===== config.mk =====
export PLATFORM = sky130hd
export DESIGN_NAME = mfpin_ctrl
export DESIGN_NICKNAME = d
export VERILOG_FILES = /design/src/rtl/mfpin_pkg.sv /design/src/rtl/mfpin_cfg_regs.sv /design/src/rtl/mfpin_src_mux.sv /design/src/rtl/mfpin_drive_enc.sv /design/src/rtl/mfpin_sync_mon.sv /design/src/rtl/mfpin_ctrl.sv
export SDC_FILE = /design/constraint.sdc
export NUM_CORES = 1
export LEC_CHECK = 0
export BUFFER_PORTS_ARGS = -buffer_cell sky130_fd_sc_hd__buf_2
export CAP_MARGIN = 20
export CORE_AREA = 2 2 39 41
export CTS_BUF_LIST = sky130_fd_sc_hd__clkbuf_4
export DETAILED_ROUTE_END_ITERATION = 16
export DIE_AREA = 0 0 41 43
export PLACE_DENSITY = 0.7
export SLEW_MARGIN = 20
export SYNTH_ARGS = -nofsm -noshare
export SYNTH_HDL_FRONTEND = slang
export SYNTH_HIERARCHICAL = 1
export SYNTH_SLANG_ARGS = --single-unit
export TNS_END_PERCENT = 20

===== constraint.sdc =====
create_clock -name clk -period 1.32 [get_ports clk]
set_input_delay 0.264 -clock clk [delete_from_list [all_inputs] [get_ports clk]]
set_output_delay 0.264 -clock clk [all_outputs]
set_load 0.1 [all_outputs]

===== src/rtl/mfpin_pkg.sv =====
package mfpin_pkg;

  localparam int FN_W  = 3;
  localparam int DRV_W = 3;

  localparam logic [FN_W-1:0] FN_OFF = 3'd0;
  localparam logic [FN_W-1:0] FN_GPO = 3'd1;
  localparam logic [FN_W-1:0] FN_IRQ = 3'd2;
  localparam logic [FN_W-1:0] FN_CLK = 3'd3;
  localparam logic [FN_W-1:0] FN_GPI = 3'd4;

  localparam logic [DRV_W-1:0] DS_FLOAT   = 3'b000;
  localparam logic [DRV_W-1:0] DS_PUSH    = 3'b001;
  localparam logic [DRV_W-1:0] DS_LO_PU   = 3'b010;
  localparam logic [DRV_W-1:0] DS_LO_ONLY = 3'b011;
  localparam logic [DRV_W-1:0] DS_PD_HI   = 3'b100;
  localparam logic [DRV_W-1:0] DS_HI_ONLY = 3'b101;

  typedef struct packed {
    logic dat;
    logic oe;
    logic pu;
    logic pd;
  } pad_ctl_t;

  localparam pad_ctl_t PAD_IDLE = '{dat: 1'b0, oe: 1'b0, pu: 1'b0, pd: 1'b0};

  // True for roles that put a level on the pin
  function automatic logic fn_is_output(input logic [FN_W-1:0] fn);
    return (fn == FN_GPO) || (fn == FN_IRQ) || (fn == FN_CLK);
  endfunction

  // Map a drive style and a logic level onto pad controls
  function automatic pad_ctl_t drive_map(input logic [DRV_W-1:0] style, input logic lvl);
    pad_ctl_t p;
    p = PAD_IDLE;
    unique case (style)
      DS_PUSH: begin
        p.oe  = 1'b1;
        p.dat = lvl;
      end
      DS_LO_PU: begin
        p.oe = ~lvl;
        p.pu = lvl;
      end
      DS_LO_ONLY: p.oe = ~lvl;
      DS_PD_HI: begin
        p.oe  = lvl;
        p.dat = lvl;
        p.pd  = ~lvl;
      end
      DS_HI_ONLY: begin
        p.oe  = lvl;
        p.dat = lvl;
      end
      default: p = PAD_IDLE;
    endcase
    return p;
  endfunction

endpackage


===== src/rtl/mfpin_cfg_regs.sv =====
module mfpin_cfg_regs
  import mfpin_pkg::*;
#(
  parameter logic [FN_W-1:0]  RST_FN  = FN_OFF,
  parameter logic [DRV_W-1:0] RST_DRV = DS_LO_PU
) (
  input  logic             clk,
  input  logic             rst_n,
  input  logic             fn_we,
  input  logic [FN_W-1:0]  fn_wd,
  input  logic             drv_we,
  input  logic [DRV_W-1:0] drv_wd,
  input  logic             val_we,
  input  logic             val_wd,
  output logic [FN_W-1:0]  fn_q,
  output logic [DRV_W-1:0] drv_q,
  output logic             val_q
);

  always_ff @(posedge clk or negedge rst_n) begin
    if (!rst_n) begin
      fn_q  <= RST_FN;
      drv_q <= RST_DRV;
      val_q <= 1'b0;
    end else begin
      if (fn_we)  fn_q  <= fn_wd;
      if (drv_we) drv_q <= drv_wd;
      if (val_we) val_q <= val_wd;
    end
  end

endmodule


===== src/rtl/mfpin_src_mux.sv =====
module mfpin_src_mux
  import mfpin_pkg::*;
(
  input  logic [FN_W-1:0] fn,
  input  logic            val_q,
  input  logic            irq_lvl,
  input  logic            clk_lvl,
  output logic            lvl,
  output logic            active
);

  always_comb begin
    lvl = 1'b0;
    unique case (fn)
      FN_GPO:  lvl = val_q;
      FN_IRQ:  lvl = irq_lvl;
      FN_CLK:  lvl = clk_lvl;
      default: lvl = 1'b0;
    endcase
  end

  assign active = fn_is_output(fn);

endmodule


===== src/rtl/mfpin_drive_enc.sv =====
module mfpin_drive_enc
  import mfpin_pkg::*;
(
  input  logic [DRV_W-1:0] style,
  input  logic             lvl,
  input  logic             active,
  output pad_ctl_t         ctl
);

  pad_ctl_t mapped;

  always_comb begin
    mapped = drive_map(style, lvl);
    ctl    = active ? mapped : PAD_IDLE;
  end

endmodule


===== src/rtl/mfpin_sync_mon.sv =====
module mfpin_sync_mon #(
  parameter int SYNC_STAGES = 2
) (
  input  logic clk,
  input  logic rst_n,
  input  logic pad_in,
  input  logic capture,
  output logic sync_lvl,
  output logic mon_q
);

  logic [SYNC_STAGES-1:0] chain;

  genvar g;
  generate
    for (g = 0; g < SYNC_STAGES; g++) begin : g_stage
      if (g == 0) begin : g_first
        always_ff @(posedge clk or negedge rst_n) begin
          if (!rst_n) chain[0] <= 1'b0;
          else        chain[0] <= pad_in;
        end
      end else begin : g_next
        always_ff @(posedge clk or negedge rst_n) begin
          if (!rst_n) chain[g] <= 1'b0;
          else        chain[g] <= chain[g-1];
        end
      end
    end
  endgenerate

  assign sync_lvl = chain[SYNC_STAGES-1];

  always_ff @(posedge clk or negedge rst_n) begin
    if (!rst_n)       mon_q <= 1'b0;
    else if (capture) mon_q <= sync_lvl;
    else              mon_q <= 1'b0;
  end

endmodule


===== src/rtl/mfpin_ctrl.sv =====
module mfpin_ctrl
  import mfpin_pkg::*;
#(
  parameter int               SYNC_STAGES = 2,
  parameter logic [DRV_W-1:0] RST_DRV     = DS_LO_PU
) (
  input  logic             clk,
  input  logic             rst_n,
  input  logic             func_wr_en,
  input  logic [FN_W-1:0]  func_wr_data,
  input  logic             drv_wr_en,
  input  logic [DRV_W-1:0] drv_wr_data,
  input  logic             val_wr_en,
  input  logic             val_wr_data,
  input  logic             irq_lvl,
  input  logic             clkout_lvl,
  input  logic             pad_in,
  output logic             pad_out,
  output logic             pad_oe,
  output logic             pad_pu,
  output logic             pad_pd,
  output logic             mon_level
);

  logic [FN_W-1:0]  fn_q;
  logic [DRV_W-1:0] drv_q;
  logic             val_q;
  logic             sel_lvl;
  logic             drv_active;
  logic             sync_lvl;
  logic             in_mode;
  pad_ctl_t         ctl;

  mfpin_cfg_regs #(
    .RST_FN  (FN_OFF),
    .RST_DRV (RST_DRV)
  ) cfg_i (
    .clk    (clk),
    .rst_n  (rst_n),
    .fn_we  (func_wr_en),
    .fn_wd  (func_wr_data),
    .drv_we (drv_wr_en),
    .drv_wd (drv_wr_data),
    .val_we (val_wr_en),
    .val_wd (val_wr_data),
    .fn_q   (fn_q),
    .drv_q  (drv_q),
    .val_q  (val_q)
  );

  mfpin_src_mux mux_i (
    .fn      (fn_q),
    .val_q   (val_q),
    .irq_lvl (irq_lvl),
    .clk_lvl (clkout_lvl),
    .lvl     (sel_lvl),
    .active  (drv_active)
  );

  mfpin_drive_enc enc_i (
    .style  (drv_q),
    .lvl    (sel_lvl),
    .active (drv_active),
    .ctl    (ctl)
  );

  assign in_mode = (fn_q == FN_GPI);

  mfpin_sync_mon #(
    .SYNC_STAGES (SYNC_STAGES)
  ) mon_i (
    .clk      (clk),
    .rst_n    (rst_n),
    .pad_in   (pad_in),
    .capture  (in_mode),
    .sync_lvl (sync_lvl),
    .mon_q    (mon_level)
  );

  assign pad_out = ctl.dat;
  assign pad_oe  = ctl.oe;
  assign pad_pu  = ctl.pu;
  assign pad_pd  = ctl.pd;

endmodule


## Word level (Yosys, flattened, before mapping)

Index checks and enable logic that the tools add are counted.

| storage, ports and cells | value |
|---|---|
| flip-flop bits (word level) | 10 |
| input port bits | 15 |
| output and inout bits | 5 |
| word-level logic and storage cells | 28 |

| operators by class | value |
|---|---|
| eq/ne operators | 9 |
| muxes and demuxes | 7 |
| bitwise gates (word level) | 1 |
| reductions and logical operators | 5 |

Operator list:

| operator | number |
|---|---|
| $eq A3 B2 Y1 const B | 4 |
| $eq A3 B3 Y1 const B | 3 |
| $eq A3 B1 Y1 const B | 2 |
| $pmux W1 S3 | 2 |
| $mux W1 | 4 |
| $mux W4 | 1 |
| $reduce_or A2 Y1 | 2 |
| $reduce_or A3 Y1 | 1 |
| $logic_or A1 B1 Y1 | 2 |
| $not A1 Y1 | 1 |

## Longest topological paths before layout

| depth | value |
|---|---|
| depth in word-level cells | 5 |
| mapped depth | 4 |

## By module

The synthesis kept the hierarchy.

Modules (own cells, without submodules):

| module | times used | cells each | area an instance (µm²) | seq. area each (µm²) |
|---|---|---|---|---|
| mfpin_cfg_regs | 1 | 14 | 255.2 | 176.4 |
| mfpin_sync_mon | 1 | 4 | 81.3 | 75.1 |
| mfpin_drive_enc | 1 | 7 | 61.3 | 0.0 |
| mfpin_src_mux | 1 | 5 | 35.0 | 0.0 |
| mfpin_ctrl | 1 | 1 | 12.5 | 0.0 |

## Worst setup path before layout

No wires, ideal clock.

| timing | value |
|---|---|
| path type | flip-flop to output port |
| start | reg cfg_i.fn_q[1] |
| end | out pad_pd |
| data arrival time | 2.174 ns |
| data required time | 1.056 ns |
| path slack | -1.118 ns |
| stages on the path, launching flop included | 5 |
| path through | dfrtp_1 -> mux2i_1 -> a211oi_2 -> nand4bb_1 -> nor2_1 |

| between the ends | value |
|---|---|
| cells in the longest elaborated chain, start to end | 5 |
| elaborated cells on any way between the ends | 9 |
| those cells by class | 3 x eq/ne; 3 x mux; 1 x bitwise; 2 x reduce/logical |

RTL lines:

| what | line | source |
|---|---|---|
| start, declared | mfpin_cfg_regs.sv:15 | `output logic [FN_W-1:0] fn_q,` |
| start signal, assigned | mfpin_cfg_regs.sv:26 | `if (fn_we) fn_q <= fn_wd;` |
| $eq A3 B2 Y1 / $eq A3 B1 Y1 (equally long branches) | mfpin_src_mux.sv:14 | `unique case (fn)` |
| $pmux W1 S3 (*) | mfpin_src_mux.sv:14 |  |
| via sel_lvl | mfpin_ctrl.sv:28 | `logic sel_lvl;` |
| $not A1 Y1 (*) | mfpin_pkg.sv:50 | `p.pd = ~lvl;` |
| $mux W1 (*) | mfpin_pkg.sv:37 | `unique case (style)` |
| $mux W4 (*) | mfpin_drive_enc.sv:14 | `ctl = active ? mapped : PAD_IDLE;` |
| end, declared | mfpin_ctrl.sv:21 | `output logic pad_pd,` |

The timed path passes the listed nets; every way through them passes the cells marked *.

## Final worst setup path

| timing | value |
|---|---|
| start | reg cfg_i.fn_q[1] |
| end | out pad_oe |

| between the ends | value |
|---|---|
| cells in the longest elaborated chain, start to end | 5 |
| elaborated cells on any way between the ends | 9 |
| those cells by class | 3 x eq/ne; 3 x mux; 1 x bitwise; 2 x reduce/logical |

RTL lines:

| what | line | source |
|---|---|---|
| $eq A3 B2 Y1 / $eq A3 B1 Y1 (equally long branches) | mfpin_src_mux.sv:14 |  |
| $pmux W1 S3 (*) | mfpin_src_mux.sv:14 |  |
| via sel_lvl | mfpin_ctrl.sv:28 |  |
| $not A1 Y1 | mfpin_pkg.sv:43, mfpin_pkg.sv:46 |  |
| $pmux W1 S3 (*) | mfpin_pkg.sv:37 |  |
| $mux W4 (*) | mfpin_drive_enc.sv:14 |  |
| end, declared | mfpin_ctrl.sv:19 | `output logic pad_oe,` |

Marks and branches as above.

==> run metrics <==
outcome=complete, but fails checks; failing checks=negative setup slack; total number of vias=between 300 and 400; count of final setup violators=4; width of the die=41 µm; pin count of the biggest net entering global routing=11; sw power=0.2372 mW; detailed router's first-iteration violation count=2; sum of routed wire length over all layers=829 µm; post-synth design cell area=445.4 µm²; Crit path required time=between 1 and 1.5 ns; most common cell after layout, fill and taps aside=buf_2; fraction of power consumed by combinational cells=0.288; nature of the critical path startpoint=register; DPL Wire Length=between 600 and 700 µm; Layout Nets=76; die boundary height=43 µm; cell family with the largest share of critical-path delay=compound AO/OA/AOI/OAI gates; master cell of the clock root buffer=clkbuf_4; # clock sinks=10; commonest cells after routing, fill and taps aside=buf_2 (15), dfrtp_1 (9), mux2_2 (7); crit path time final=between 1.5 and 2 ns; post-synthesis area per instance=around 14 µm²; number of H-tree levels=1; # port buffers=19; total die area=1763 µm²; DR DRC count=0; final count of hold timing violations=0; layout cells sized above 1=0.6833; utilization of the core after routing=0.5181; post-synthesis net count=46; Slew HR=0.6796; Met2 Routed Length=444 µm; post-CTS setup buffer count=0; delay of the slowest cell on the worst path=about 0.4 ns; clock tree from TritonCTS=yes; total gr overflow=0; met3 routed WL=around 32 µm; final routed wire length divided by cell count=10.91 µm; clock buffers created by TritonCTS=3; clock insertion delay at the later pin of the skew report=0.26 ns; setup_tns=-2.383 ns; number of global-route vias before repair=between 300 and 400; critical path cell sequence=mux2i_1 -> a211oi_2 -> mux2i_1 -> o311a_4 -> buf_12; count of mapped cells out of synthesis=31; highest metal layer with signal wires=met3; maximum vdd ir drop=between 0.0006 and 0.0007 V; overall routing resource usage=0.1175; number of distinct library cell variants in the gate-level netlist after synthesis=13; sequential share of power=0.453; fin. max-slew vios=0; Leak Pwr=~0.33 nW; Critical path buffers and inverters=1; actual transition at the worst max-transition pin=about 0.48 ns; sequential element share of the synthesized area=0.5646; top-level I/O count=20; Crit path top cell by count=mux2i_1; Sw Ratio=0.2995; wire length of the first global-routing pass=1366 µm; clock-pin slew of the registers on the worst-case setup and hold paths=approximately 0.06 ns; cell type of the slowest stage on the worst timing path=dfrtp_1; number of resized instances in the post-cts repair step=0; min-delay worst type=in2reg; detail-routed via count per cell=between 4 and 5; initial core utilization=0.3219; Max Freq=just over 500 MHz; setup repair after global routing missed its margin=true; total power of the final layout=between 0.7 and 0.8 mW; P&R area growth vs syn=60.96%; total number of yosys warnings=6; number of nets with antenna violations after detailed routing=0; routed metal-1 wirelength=~350 µm; Max-cap violations=0; clock tree buffer depth=2; clock share of power=0.259; crit path capture type=primary output; Worst Slack Setup Final=-0.6231 ns; WS Path Type=reg2out; Core ar.=1384 µm²; Pwr Density=1105 nW/µm²; internal cell power=0.5548 mW; worst-case clock skew=approximately 0.0029 ns; length of the first detailed-routing pass in iterations=2; number of antenna violations at the first check in global routing=0; Hold WS=about 0.11 ns; Crit Path Max Fanout=3; RD Place Congestion=between 0.6 and 0.7; final critical-path share of the clock period=1.472; Worst EP arrival=around 1.7 ns; flip-flop and latch count after synthesis=10; standard-cell rows=14; ANT cells=0
timing repair:
action	CTS	global route
hold buffers	1	0
endpoints found under the hold margin	9	0
endpoints found under the setup margin	4	4
through the flow:
step           worst slack, ns  cells  instance area [µm²]
4_1_cts                -0.6507     76                716.9
6_report               -0.6231     76                716.9
2_1_floorplan          -0.4089     31                467.9
3_5_place_dp           -0.3610     71                680.7
5_1_grt                -0.7237     76                716.9
3_3_place_gp           -0.3275     71                680.7
area by class of cell:
cell class	instances	area (µm²)
sequential	10	251.5
clock buffer	3	22.52
timing repair buffer	25	202.7
fill	127	666.9
tap	16	20.02
multi-input combinational	21	216.5
clock inverter	1	3.754
cells in the mapped netlist:
| cell type | instances | area [µm²] |
|---|---|---|
| dfrtp_1 | 9 | 225.2 |
| mux2_2 | 7 | 78.83 |
| nor2_1 | 4 | 15.01 |
| mux2i_1 | 2 | 20.02 |
| a211oi_2 | 1 | 12.51 |
| a21oi_1 | 1 | 5.000 |
| and2_1 | 1 | 6.260 |
| and4_2 | 1 | 10.01 |
| and4bb_2 | 1 | 12.51 |
| dfstp_2 | 1 | 26.28 |
| nand4bb_1 | 1 | 11.26 |
| nor3b_2 | 1 | 12.51 |
| o311a_1 | 1 | 10.01 |
power groups by stage:
| stage | logic, mW | registers, mW | clock network [mW] |
|---|---|---|---|
| after global placement | 0.225 | 0.365 | 0 |
| after global routing | 0.243 | 0.363 | 0.231 |
| final | 0.228 | 0.359 | 0.205 |
| after CTS | 0.231 | 0.360 | 0.218 |
| after detailed placement | 0.229 | 0.365 | 0 |
| after floorplan | 0.121 | 0.374 | 0 |
cells by family (layout without fill, tap and decap cells):
logic type | after synthesis | count (layout) | synth area share
buffers and inverters | 0 | 29 | 0
AO/OA/AOI/OAI | 3 | 3 | 0.06178
flip-flops | 10 | 10 | 0.5646
multiplexers | 9 | 9 | 0.2219
AND/OR/NAND/NOR | 9 | 9 | 0.1517
metal layers:
layer,GRT usage,vias to the layer above
met5,0,-
met4,0.1000,0
met3,0.01571,0
met2,0.1625,9
met1,0.1531,171
li1,-,175
state kept, by name (all words and copies together), names as in the netlist:
signal and cells:
cfg_i/val_q 1, cfg_i/drv_q 3, mon_i/sync_lvl 1, mon_i/chain 1, cfg_i/fn_q 3, mon_i/mon_q 1
worst paths after layout:
check                                          startpoint                         end  slack [ns]  cells after the start
worst min register to register   mon_i/chain[0]$_DFF_PN0_    mon_i/sync_lvl$_DFF_PN0_        0.35                      0
max in group asynchronous                           rst_n  cfg_i/drv_q[1]$_DFFE_PN1P_        0.69                      2
min in group asynchronous                           rst_n   cfg_i/fn_q[2]$_DFFE_PN0P_        0.38                      2
worst max-delay path            cfg_i/fn_q[1]$_DFFE_PN0P_                      pad_oe       -0.62                      5
worst max register to register  cfg_i/fn_q[2]$_DFFE_PN0P_       mon_i/mon_q$_DFF_PN0_        0.38                      3
worst min-delay path                               pad_in    mon_i/chain[0]$_DFF_PN0_        0.11                      1
Note: power is estimated with default switching activity, not from simulation.
